`src/rtl/serial_cfg_pkg.sv`:
```
package serial_cfg_pkg;

  typedef enum logic [1:0] {
    STAT_IDLE    = 2'd0,
    STAT_LOADING = 2'd1,
    STAT_DONE    = 2'd2,
    STAT_FAILED  = 2'd3
  } cfg_status_e;

  typedef enum logic [2:0] {
    PH_SETTLE,
    PH_WAIT_INIT,
    PH_LOAD,
    PH_DRAIN,
    PH_CHECK,
    PH_PULSE,
    PH_CONFIGURED,
    PH_RELEASE
  } cfg_phase_e;

endpackage

```
`src/rtl/cfg_sync.sv`:
```
module cfg_sync #(
  parameter int WIDTH  = 3,
  parameter int STAGES = 2
) (
  input  logic             clk,
  input  logic             rst,
  input  logic [WIDTH-1:0] d_in,
  output logic [WIDTH-1:0] d_out
);
  logic [WIDTH-1:0] stage_q [STAGES];

  always_ff @(posedge clk) begin
    if (rst) stage_q[0] <= '0;
    else     stage_q[0] <= d_in;
  end

  for (genvar s = 1; s < STAGES; s++) begin : g_stage
    always_ff @(posedge clk) begin
      if (rst) stage_q[s] <= '0;
      else     stage_q[s] <= stage_q[s-1];
    end
  end

  assign d_out = stage_q[STAGES-1];
endmodule

```
`src/rtl/cfg_timer.sv`:
```
module cfg_timer #(
  parameter int WIDTH   = 8,
  parameter int RST_VAL = 0
) (
  input  logic             clk,
  input  logic             rst,
  input  logic             start,
  input  logic [WIDTH-1:0] value,
  output logic             expired
);
  logic [WIDTH-1:0] cnt_q;

  always_ff @(posedge clk) begin
    if (rst)                cnt_q <= WIDTH'(RST_VAL);
    else if (start)         cnt_q <= value;
    else if (cnt_q != '0)   cnt_q <= cnt_q - 1'b1;
  end

  assign expired = (cnt_q == '0);
endmodule

```
`src/rtl/cfg_shifter.sv`:
```
module cfg_shifter #(
  parameter int HALF_PERIOD = 4
) (
  input  logic       clk,
  input  logic       rst,
  input  logic       load,
  input  logic [7:0] byte_in,
  output logic       ready,
  output logic       cclk,
  output logic       dout
);
  localparam int HW = (HALF_PERIOD > 1) ? $clog2(HALF_PERIOD) : 1;

  logic          busy_q;
  logic [7:0]    sreg_q;
  logic [2:0]    bits_q;
  logic [HW-1:0] half_q;
  logic          cclk_q;
  logic          dout_q;

  always_ff @(posedge clk) begin
    if (rst) begin
      busy_q <= 1'b0;
      sreg_q <= '0;
      bits_q <= '0;
      half_q <= '0;
      cclk_q <= 1'b0;
      dout_q <= 1'b0;
    end else if (!busy_q) begin
      if (load) begin
        busy_q <= 1'b1;
        sreg_q <= byte_in;
        dout_q <= byte_in[7];
        bits_q <= 3'd7;
        half_q <= HW'(HALF_PERIOD - 1);
      end
    end else if (half_q != '0) begin
      half_q <= half_q - 1'b1;
    end else begin
      half_q <= HW'(HALF_PERIOD - 1);
      if (!cclk_q) begin
        cclk_q <= 1'b1;
      end else begin
        cclk_q <= 1'b0;
        if (bits_q == 3'd0) begin
          busy_q <= 1'b0;
        end else begin
          bits_q <= bits_q - 1'b1;
          sreg_q <= {sreg_q[6:0], 1'b0};
          dout_q <= sreg_q[6];
        end
      end
    end
  end

  assign ready = !busy_q;
  assign cclk  = cclk_q;
  assign dout  = dout_q;
endmodule

```
`src/rtl/serial_cfg_loader.sv`:
```
module serial_cfg_loader
  import serial_cfg_pkg::*;
#(
  parameter int SETTLE_CYCLES = 12_500_000,
  parameter int PULSE_CYCLES  = 125,
  parameter int CHECK_CYCLES  = 64,
  parameter int HALF_PERIOD   = 4
) (
  input  logic       clk,
  input  logic       rst,
  input  logic [7:0] in_data,
  input  logic       in_valid,
  input  logic       in_last,
  output logic       in_ready,
  output logic       cfg_clk,
  output logic       cfg_dout,
  input  logic       init_in,
  input  logic       done_in,
  input  logic       prog_in,
  output logic       prog_pull,
  output logic [1:0] status
);
  localparam int MAX_A = (SETTLE_CYCLES > PULSE_CYCLES) ? SETTLE_CYCLES : PULSE_CYCLES;
  localparam int MAX_T = (MAX_A > CHECK_CYCLES) ? MAX_A : CHECK_CYCLES;
  localparam int CNT_W = $clog2(MAX_T + 1);

  cfg_phase_e  phase_q, phase_d;
  cfg_status_e stat_q;
  logic        pull_q;
  logic        tmr_start, tmr_zero;
  logic [CNT_W-1:0] tmr_val;
  logic        sh_ready, sh_load;
  logic [2:0]  lines_s;
  logic        init_s, done_s, prog_s;

  cfg_sync #(.WIDTH(3), .STAGES(2)) i_sync (
    .clk(clk), .rst(rst),
    .d_in({prog_in, done_in, init_in}),
    .d_out(lines_s)
  );
  assign init_s = lines_s[0];
  assign done_s = lines_s[1];
  assign prog_s = lines_s[2];

  cfg_timer #(.WIDTH(CNT_W), .RST_VAL(SETTLE_CYCLES - 1)) i_timer (
    .clk(clk), .rst(rst), .start(tmr_start), .value(tmr_val), .expired(tmr_zero)
  );

  assign in_ready = (phase_q == PH_LOAD) && sh_ready;
  assign sh_load  = in_ready && in_valid;

  cfg_shifter #(.HALF_PERIOD(HALF_PERIOD)) i_shift (
    .clk(clk), .rst(rst), .load(sh_load), .byte_in(in_data),
    .ready(sh_ready), .cclk(cfg_clk), .dout(cfg_dout)
  );

  always_comb begin
    phase_d   = phase_q;
    tmr_start = 1'b0;
    tmr_val   = '0;
    case (phase_q)
      PH_SETTLE:    if (tmr_zero) phase_d = PH_WAIT_INIT;
      PH_WAIT_INIT: if (init_s) phase_d = PH_LOAD;
      PH_LOAD:      if (sh_load && in_last) phase_d = PH_DRAIN;
      PH_DRAIN: begin
        if (sh_ready) begin
          phase_d   = PH_CHECK;
          tmr_start = 1'b1;
          tmr_val   = CNT_W'(CHECK_CYCLES - 1);
        end
      end
      PH_CHECK: begin
        if (tmr_zero) begin
          if (done_s && init_s) begin
            phase_d = PH_CONFIGURED;
          end else begin
            phase_d   = PH_PULSE;
            tmr_start = 1'b1;
            tmr_val   = CNT_W'(PULSE_CYCLES - 1);
          end
        end
      end
      PH_PULSE:      if (tmr_zero) phase_d = PH_RELEASE;
      PH_CONFIGURED: if (!prog_s) phase_d = PH_RELEASE;
      PH_RELEASE: begin
        if (prog_s) begin
          phase_d   = PH_SETTLE;
          tmr_start = 1'b1;
          tmr_val   = CNT_W'(SETTLE_CYCLES - 1);
        end
      end
      default: phase_d = PH_SETTLE;
    endcase
  end

  always_ff @(posedge clk) begin
    if (rst) begin
      phase_q <= PH_SETTLE;
      stat_q  <= STAT_IDLE;
      pull_q  <= 1'b0;
    end else begin
      phase_q <= phase_d;
      pull_q  <= (phase_d == PH_PULSE);
      if (phase_q == PH_WAIT_INIT && phase_d == PH_LOAD)    stat_q <= STAT_LOADING;
      if (phase_q == PH_CHECK && phase_d == PH_CONFIGURED)  stat_q <= STAT_DONE;
      if (phase_q == PH_CHECK && phase_d == PH_PULSE)       stat_q <= STAT_FAILED;
      if (phase_q == PH_CONFIGURED && phase_d == PH_RELEASE) stat_q <= STAT_IDLE;
    end
  end

  assign prog_pull = pull_q;
  assign status    = stat_q;
endmodule

```
`config.mk`:
```
export PLATFORM = sky130hd
export DESIGN_NAME = serial_cfg_loader
export DESIGN_NICKNAME = d
export VERILOG_FILES = /design/src/rtl/serial_cfg_pkg.sv /design/src/rtl/cfg_sync.sv /design/src/rtl/cfg_timer.sv /design/src/rtl/cfg_shifter.sv /design/src/rtl/serial_cfg_loader.sv
export SDC_FILE = /design/constraint.sdc
export NUM_CORES = 1
export LEC_CHECK = 0
export CAP_MARGIN = 20
export CORE_MARGIN = 2
export CORE_UTILIZATION = 51
export DETAILED_ROUTE_END_ITERATION = 10
export GPL_TIMING_DRIVEN = 0
export PLACE_DENSITY = 0.74
export SYNTH_ARGS = -nofsm -noshare
export SYNTH_HDL_FRONTEND = slang
export SYNTH_SLANG_ARGS = --single-unit
```
`constraint.sdc`:
```
create_clock -name clk -period 2.2 [get_ports clk]
set_clock_uncertainty 0.15 [all_clocks]
set_input_delay 0.44 -clock clk [delete_from_list [all_inputs] [get_ports clk]]
set_output_delay 0.44 -clock clk [all_outputs]
set_load 0.02 [all_outputs]
```
==> impl_metrics.env, run 1 <==
export IMPL_status="finished with violations"
export IMPL_violations="setup timing"
export IMPL_r2r_start="i_timer.cnt_q[11]"
export IMPL_clockRootBuffer="clkbuf_8"
export IMPL_via_count=2259
export IMPL_cp_required_ns=2.30
export IMPL_slew_viol_final=0
export IMPL_path_depth=5
export IMPL_nFillCells=386
export IMPL_syn_num_nets=295
export IMPL_cp_slowest_stage_delay_ns=0.58
export IMPL_p_per_area_nw_per_um2=513
export IMPL_worstHoldPathType="reg2reg"
export IMPL_netlist_instances=276
export IMPL_post_route_drc_count=0
export IMPL_drt_total_wl_mm=5.74
export IMPL_htree_levels=2
export IMPL_endpoint_kind="flop"
export IMPL_crit_start="i_timer.cnt_q[11]"
export IMPL_tightest_slew_ns=0.535
export IMPL_clk_pin_slew_ns=0.09
export IMPL_tritoncts="yes"
export IMPL_final_layout_size_suffix_gt1_share_pct=20.8
export IMPL_rsz0062_at_grt="true"
export IMPL_crit_family="simple AND/OR/NAND/NOR gates"
export IMPL_fin_util_pct=67.0
export IMPL_clockBufferDepth=2
export IMPL_routed_via_density=6.07
export IMPL_ioPinCount=21
export IMPL_grt_pass1_wl_mm=9.28
export IMPL_multiInputGateArea_um2=1520
export IMPL_p_leak_nw=1.10
export IMPL_cts_num_sinks=51
export IMPL_port_buffers=20
export IMPL_coreArea_um2=4660
export IMPL_relSlewSlack_pct=64.0
export IMPL_grt_pass1_vias=2010
export IMPL_layout_nets=336
export IMPL_period_share_pct=104
export IMPL_netlist_area_um2=2450
export IMPL_r2r_slack_ns=-0.08
export IMPL_globalRouteOverflowTotal=0
export IMPL_period_needed_ns=2.28
export IMPL_rows=25
export IMPL_rr_endpoint="i_timer.cnt_q[23]"
export IMPL_worstPathArrival_ns=2.38
export IMPL_timing_fmax_ghz=0.438
export IMPL_seq_area_frac_synth_pct=41.7
export IMPL_die_h_um=73.3
export IMPL_wire_per_inst_um=15.4
export IMPL_grt_usage_pct=22.0
export IMPL_synth_seq_cells=51
export IMPL_path_cells="or3_4, or3_4, or4_4, nor4b_4, a311o_1"
export IMPL_avgSynthCellArea_um2=8.87
export IMPL_synth_distinct_cells=50
export IMPL_slowest_stage="or4_4"
export IMPL_die_area_um2=5370
export IMPL_async_reset_ff_share_pct=0
export IMPL_yosysWarnings=0
export IMPL_area_delta_synth_final_pct=27.5
export IMPL_drv_cap=0
export IMPL_drt_iter0_markers=192
export IMPL_gp_congestion=0.834
export IMPL_start_util_pct=52.5
export IMPL_hold_viol=0
export IMPL_cp_endpoint="i_timer.cnt_q[23]"
export IMPL_insertion_delay_ns=0.30
export IMPL_timing_hold_ws_ns=0.285
export IMPL_grt_max_degree=16
export IMPL_worstRegToRegCells=5
export IMPL_critPathMaxFanout=6
export IMPL_setup_violations=3
export IMPL_timing_final_ws_setup_ns=-0.0844
export IMPL_ys_flop_type="dfxtp_1"
export IMPL_path_buf_inv=0
export IMPL_regArea_um2=1030
export IMPL_critPathLaunchType="flop"
export IMPL_ir_drop_mv=0.331
export IMPL_cpMostUsedCell="or3_4"
export IMPL_dpl_hpwl_mm=3.69
export IMPL_cts_buffers=5
export IMPL_n_antenna_cell=0
export IMPL_synth_edf_count=0
export IMPL_antenna_found_initial=0
export IMPL_first_pass_iters=5
export IMPL_critPathKind="reg2reg"
export IMPL_die_x_um=73.3
export IMPL_antenna_left=0
export IMPL_power_mw=1.60
## cell type report
| cell class | count | share of cell area [%] |
|---|---|---|
| plain buffers | 10 | 1.52 |
| flip-flops and latches | 51 | 33.1 |
| repair buffers | 35 | 10.2 |
| clock buffers | 7 | 3.09 |
| inverters | 8 | 0.962 |
| well taps | 54 | 2.16 |
| clock inverters | 1 | 0.240 |
| multi-input cells | 206 | 48.7 |
## synthesized netlist by cell type, drive strengths merged, types with 6 or more instances
master	number	share of area (%)
clkbuf	9	1.4
inv	8	1.2
a21oi	12	2.5
nand2	21	3.2
xnor2	8	2.9
dfxtp	51	42
nand4	6	1.8
nand3	7	1.4
a211oi	6	1.8
or3	12	3.3
o21ai	13	2.7
a222oi	8	3.3
nor2b	7	1.8
nor3	12	3.4
nor2	32	5.0
nand2b	6	1.5
## metrics by stage
step / setup TNS, ns / cell area, µm² / setup WS (ns) / std cells
floorplan: -0.0211 / 2480 / -0.0211 / 276
global placement: -3.79 / 2750 / -0.330 / 350
detailed placement: -3.90 / 2750 / -0.324 / 350
CTS: -0.175 / 2990 / -0.110 / 368
global route: -0.511 / 3120 / -0.123 / 372
finish: -0.118 / 3120 / -0.0844 / 372
## how the worst min path moves through the flow
stage	from	to	slack (ns)	cells after the start
after floorplan	i_shift.bits_q[0]	i_shift.bits_q[0]	0.26	1
after global placement	i_sync.stage_q[0][2]	i_sync.stage_q[1][2]	0.27	1
after detailed placement	i_shift.bits_q[0]	i_shift.bits_q[0]	0.28	1
after CTS	i_shift.bits_q[0]	i_shift.bits_q[0]	0.29	1
after global routing	i_shift.bits_q[0]	i_shift.bits_q[0]	0.31	1
final	i_shift.bits_q[0]	i_shift.bits_q[0]	0.28	1
## report_power, final
part / switching [mW] / internal, mW / leakage [nW]
combinational: 0.0323 / 0.0399 / 0.642
clock: 0.306 / 0.286 / 0.0505
sequential: 0.00769 / 0.930 / 0.412
## cells by family (layout without fill, tap and decap cells)
kind of cell	Yosys count	after routing	share of synthesized area (%)
mux	3	3	1.23
fa+ha+maj	4	4	2.04
compound gates	63	63	18.7
flops	51	51	41.7
xor+xnor	13	13	4.65
simple gates	123	123	28.7
buf+inv	19	61	3.01
## registers in the layout, indices dropped and copies added, names as in the netlist
register	cells
prog_pull	1
phase_q	3
i_shift.sreg_q	7
i_shift.cclk	1
i_shift.busy_q	1
i_sync.stage_q	6
i_shift.dout	1
i_timer.cnt_q	24
i_shift.half_q	2
status	2
i_shift.bits_q	3
## worst reg2reg max path, delay by kind of cell (launching register included)
family           cells  cell delay, ns
AO/OA/AOI/OAI        1            0.13
flip-flops           1            0.37
AND/OR/NAND/NOR      4            1.59
## placed cells by master (no fill, tap or decap), types with 8 or more instances in the layout
| cell | count |
|---|---|
| o21ai_0 | 11 |
| nand2_1 | 19 |
| a21oi_1 | 11 |
| nor2_1 | 25 |
| buf_4 | 13 |
| dfxtp_1 | 45 |
| xnor2_1 | 8 |
| nor3_1 | 9 |
| inv_1 | 8 |
| a222oi_1 | 8 |
| clkdlybuf4s50_1 | 19 |
## routing by layer
metal	vias to the layer above	GRT usage [%]	wire length, µm
li1	1108	-	-
met1	1077	30.0	2650
met2	61	34.1	2680
met3	13	3.84	251
met4	0	9.90	164
met5	-	0	0
## timing repair
item / CTS / global route
hold buffers: 0 / 0
resized for setup: 17 / 28
buffers inserted: 10 / 5
pin swaps: 8 / 18
endpoints found under the setup margin: 27 / 26
Power figures use the tool's default switching activity.
==> run 2, diff against run 1 <==
- CAP_MARGIN: 20 -> unset
- SLEW_MARGIN: unset -> 30
==> results of run 2 <==
Same layout as run 1: the final DEF is identical, and so are final timing and power.
